$ cat config.mk
export PLATFORM = sky130hd
export DESIGN_NAME = page_write_ctl
export DESIGN_NICKNAME = d
export VERILOG_FILES = /design/src/rtl/page_write_ctl.sv
export SDC_FILE = /design/constraint.sdc
export NUM_CORES = 1
export LEC_CHECK = 0
export ABC_AREA = 1
export BUFFER_PORTS_ARGS = -buffer_cell sky130_fd_sc_hd__buf_4
export CAP_MARGIN = 20
export CELL_PAD_IN_SITES_DETAIL_PLACEMENT = 1
export CELL_PAD_IN_SITES_GLOBAL_PLACEMENT = 1
export CORE_MARGIN = 4
export CORE_UTILIZATION = 40
export DETAILED_ROUTE_END_ITERATION = 10
export PLACE_DENSITY = 0.82
export RECOVER_POWER = 50
export SYNTH_ARGS = -nofsm -noshare
export SYNTH_HDL_FRONTEND = slang
export SYNTH_SLANG_ARGS = --single-unit
$ cat constraint.sdc
create_clock -name clk -period 1.75 [get_ports clk]
set_input_delay 0.175 -clock clk [delete_from_list [all_inputs] [get_ports clk]]
set_output_delay 0.175 -clock clk [all_outputs]
set_load 0.005 [all_outputs]
$ cat src/rtl/page_write_ctl.sv
module page_write_ctl #(
  parameter int PAGE_BYTES   = 16,
  parameter int ADDR_W       = 8,
  parameter int DATA_W       = 8,
  parameter int WRITE_CYCLES = 375000
) (
  input  logic              clk,
  input  logic              rst_n,
  input  logic              addr_load,
  input  logic [ADDR_W-1:0] addr_in,
  input  logic              byte_stb,
  input  logic [DATA_W-1:0] byte_in,
  input  logic              stop_evt,
  input  logic              abort_evt,
  input  logic              supply_low,
  output logic              busy,
  output logic              arr_we,
  output logic [ADDR_W-1:0] arr_addr,
  output logic [DATA_W-1:0] arr_wdata,
  output logic [ADDR_W-1:0] addr_ptr
);
  localparam int IDX_W = $clog2(PAGE_BYTES);
  localparam int HOLD  = (WRITE_CYCLES > PAGE_BYTES) ? WRITE_CYCLES : PAGE_BYTES;
  localparam int CNT_W = $clog2(HOLD + 1);
  localparam logic [CNT_W-1:0] LAST  = CNT_W'(HOLD - 1);
  localparam logic [CNT_W-1:0] SWEEP = CNT_W'(PAGE_BYTES);

  logic [ADDR_W-1:0]     ptr;
  logic [PAGE_BYTES-1:0] held;
  logic [DATA_W-1:0]     slot [PAGE_BYTES];
  logic                  run;
  logic [CNT_W-1:0]      cnt;

  wire [IDX_W-1:0] wr_idx = ptr[IDX_W-1:0];
  wire [IDX_W-1:0] rd_idx = cnt[IDX_W-1:0];
  wire             locked = ptr[ADDR_W-1];
  wire             take   = !run && !addr_load && byte_stb;

  always_ff @(posedge clk or negedge rst_n) begin
    if (!rst_n) begin
      ptr  <= '0;
      held <= '0;
      run  <= 1'b0;
      cnt  <= '0;
    end else if (run) begin
      if (cnt == LAST) begin
        run  <= 1'b0;
        cnt  <= '0;
        held <= '0;
      end else begin
        cnt <= cnt + 1'b1;
      end
    end else if (addr_load) begin
      ptr  <= addr_in;
      held <= '0;
    end else if (byte_stb) begin
      held[wr_idx]       <= 1'b1;
      ptr[IDX_W-1:0]     <= wr_idx + IDX_W'(1);
    end else if (stop_evt) begin
      if (|held && !supply_low) run <= 1'b1;
      else                      held <= '0;
    end else if (abort_evt) begin
      held <= '0;
    end
  end

  always_ff @(posedge clk) begin
    if (take) slot[wr_idx] <= byte_in;
  end

  assign busy      = run;
  assign arr_we    = run && (cnt < SWEEP) && held[rd_idx] && !locked && !supply_low;
  assign arr_addr  = {ptr[ADDR_W-1:IDX_W], rd_idx};
  assign arr_wdata = slot[rd_idx];
  assign addr_ptr  = ptr;
endmodule

==> reports/qor.csv <==
metric,value,unit
status,"finished, violations left",
violations,setup timing,
fin_util,0.512,
start_util,0.411,
synth_edf_count,128,
syn_area,0.00779,mm²
tightest_slew,1.16,ns
io_buffers,48,
core-area,0.0190,mm²
r2r-end,held[5],
cp.arrival,2.01,ns
ant_nets,0,
power_density,871,mW/mm²
drc,0,
r2r_start,cnt[0],
seq_area_frac_synth,0.634,
yosys.area_share.simple,0.188,
slew_viol_final,0,
synth_top_flop_cell,edfxtp_1,
dpl-instance-area,0.00863,mm²
cts_tree,yes,
grtUsageTotal,0.211,
ir_drop,0.000779,V
endpoint_kind,output port,
clk_latency,0.44,ns
fmax,457,MHz
rows,50,
vias,6209,
finalSetupViolCount,40,
cts_buffer_depth,2,
critPathLaunchType,flop,
cap_violations,0,
required,1.57,ns
final_cells,1126,
layout_commonest_cell,nor2_1,
tns,-7.29,ns
clk_pin_slew_worst_paths,0.07,ns
cp_top_family,flip-flops,
synth_xor_area_frac,0.00562,
dp_hpwl,14.5,mm
fin_crit_sh,1.25,
fin_skew,0.00831,ns
routed_wirelength,24.1,mm
final_layout_size_suffix_gt1_frac,0.214,
cp.buffers_inverters,3,
grt_pass1_vias,6353,
crit_type,reg2out,
ff2ff_path_depth,12,
overflow,0,
synth.yosys.warnings,0,
layout_common_cells,"nor2_1 (143), edfxtp_1 (128), nand2_1 (120)",
numCtsBuffers,17,
synth_fa_ha_area_frac,0.00803,
rsz0062_at_grt,yes,
hp-class,in2reg,
hold_path_end,addr_ptr[2],
synthesis.nets,793,
antenna_cells,0,
reg2reg_slack,-0.18,ns
hold_start,addr_in[2],
dieWidth,148,µm
fin_area,0.00971,mm²
grt_pass1_wl,35.4,mm
area_growth,24.6,%
max_slew_margin,0.228,
hold_depth,3,
clockRootBuffer,clkbuf_16,
drt_iter0_markers,544,
place_ws,0.0250,ns
ioPinCount,49,
clock-sinks,172,
dp_cells,1071,
cpPeakStageDelay,0.49,ns
synth_compound_area_frac,0.106,
hold_viol_final,0,
final_nets,881,
gp_congestion,0.845,
cp_max_fo,15,
worst_slack,-0.438,ns
drtPass1Iterations,4,
antenna_found_initial,0,
grt_max_degree,45,
via_per_inst,5.51,
wl_per_cell,21.4,µm
cp_slowest_cell,dfrtp_2,
synth.area.mux_share,0.00578,
ys_ff_latch,172,
synth_top_family_by_area,simple AND/OR/NAND/NOR gates,
syn_inst,765,
timing.final.crit_period,2.19,ns
worstPathCellList,"inv_4, buf_12, nor2_1, o211ai_1, nand3_1, nand3_2, buf_6",
cts_max_level,4,
synthArstFlopShare,0.256,
die_area,0.0218,mm²
die_h,148,µm
p_leak,3.74,nW
ys_types,31,
avgSynthCellArea,10.2,µm²
[Yosys cell counts, types with 6 or more instances]
| library cell | count | area share |
|---|---|---|
| nor2_1 | 154 | 0.074 |
| edfxtp_1 | 128 | 0.49 |
| nand2_1 | 124 | 0.060 |
| o21ai_0 | 85 | 0.055 |
| dfrtp_1 | 44 | 0.14 |
| nand3_1 | 44 | 0.028 |
| inv_1 | 39 | 0.019 |
| o211ai_1 | 18 | 0.017 |
| o22ai_1 | 18 | 0.014 |
| clkbuf_1 | 17 | 0.0082 |
| buf_2 | 13 | 0.0083 |
| buf_4 | 13 | 0.013 |
| nand4_1 | 13 | 0.010 |
| o2111ai_1 | 12 | 0.013 |
| a21oi_1 | 6 | 0.0039 |
[registers in the layout, indices dropped and copies added (netlist names)]
register and flops:
cnt 19, addr_ptr 8, busy 1, slot 128
held 16
[cell type report]
type                            instances  area [µm²]
Fill cell                            2080        9240
Sequential cell                       172        4950
Multi-Input combinational cell        508        2650
Timing Repair Buffer                  113        1030
Clock buffer                           17         425
Tap cell                              260         325
Clock inverter                         15         176
Inverter                               41         160
[worst reg2reg max path, cell delays in order (launching register included)]
cell and delay (ns):
dfrtp_2 0.49, buf_6 0.18, buf_6 0.12, ha_4 0.17
nand2_1 0.07, nor2_1 0.09, nand2_1 0.07, nor2_2 0.09
nand2_2 0.09, nand2_4 0.13, nand3_4 0.15, nand2_1 0.09
nand2_1 0.07
[how the worst max path moves through the flow]
stage / slack (ns) / from / cells past startpoint / endpoint
after floorplan: -0.002 / busy / 6 / slot[12][0]
after global placement: 0.07 / cnt[0] / 9 / arr_we
after detailed placement: 0.02 / cnt[0] / 9 / arr_we
after CTS: -0.38 / cnt[0] / 9 / arr_wdata[5]
after global routing: -0.57 / cnt[0] / 7 / arr_wdata[3]
final: -0.44 / cnt[0] / 7 / arr_wdata[4]
[timing repair]
action	in CTS	in global routing
pin swaps	2	14
buffers inserted	1	11
setup endpoints to repair	13	41
cloned	1	4
hold endpoints to repair	49	0
hold buffers	6	0
gates resized for setup	31	56
[through the flow]
stage / hold WS, ns / total power, mW
after floorplan: -0.121 / 4.56
after global placement: 0.224 / 4.71
after detailed placement: 0.225 / 4.72
after CTS: 0.00577 / 8.53
after global routing: 0.0138 / 8.75
final: 0.00301 / 8.46
[layer usage]
layer  global-route usage  vias to the layer above  wire length, µm
li1                     -                     2841                -
met1                0.271                     3140             9820
met5                    0                        -                0
met3               0.0374                       46             1090
met2                0.359                      182            12600
met4               0.0820                        0              610
[power by group]
group | internal [mW] | switching, mW
sequential | 4.39 | 0.0123
combinational | 0.0664 | 0.161
clock | 2.04 | 1.79
total | 6.50 | 1.96
[cells by family (layout without fill, tap and decap cells)]
group / Yosys count / in the layout
AND/OR/NAND/NOR: 351 / 352
flip-flops: 172 / 172
AO/OA/AOI/OAI: 142 / 142
buffers and inverters: 86 / 186
adder cells (fa/ha/maj): 5 / 5
XOR/XNOR: 5 / 5
multiplexers: 4 / 4
Power figures use the tool's default switching activity.
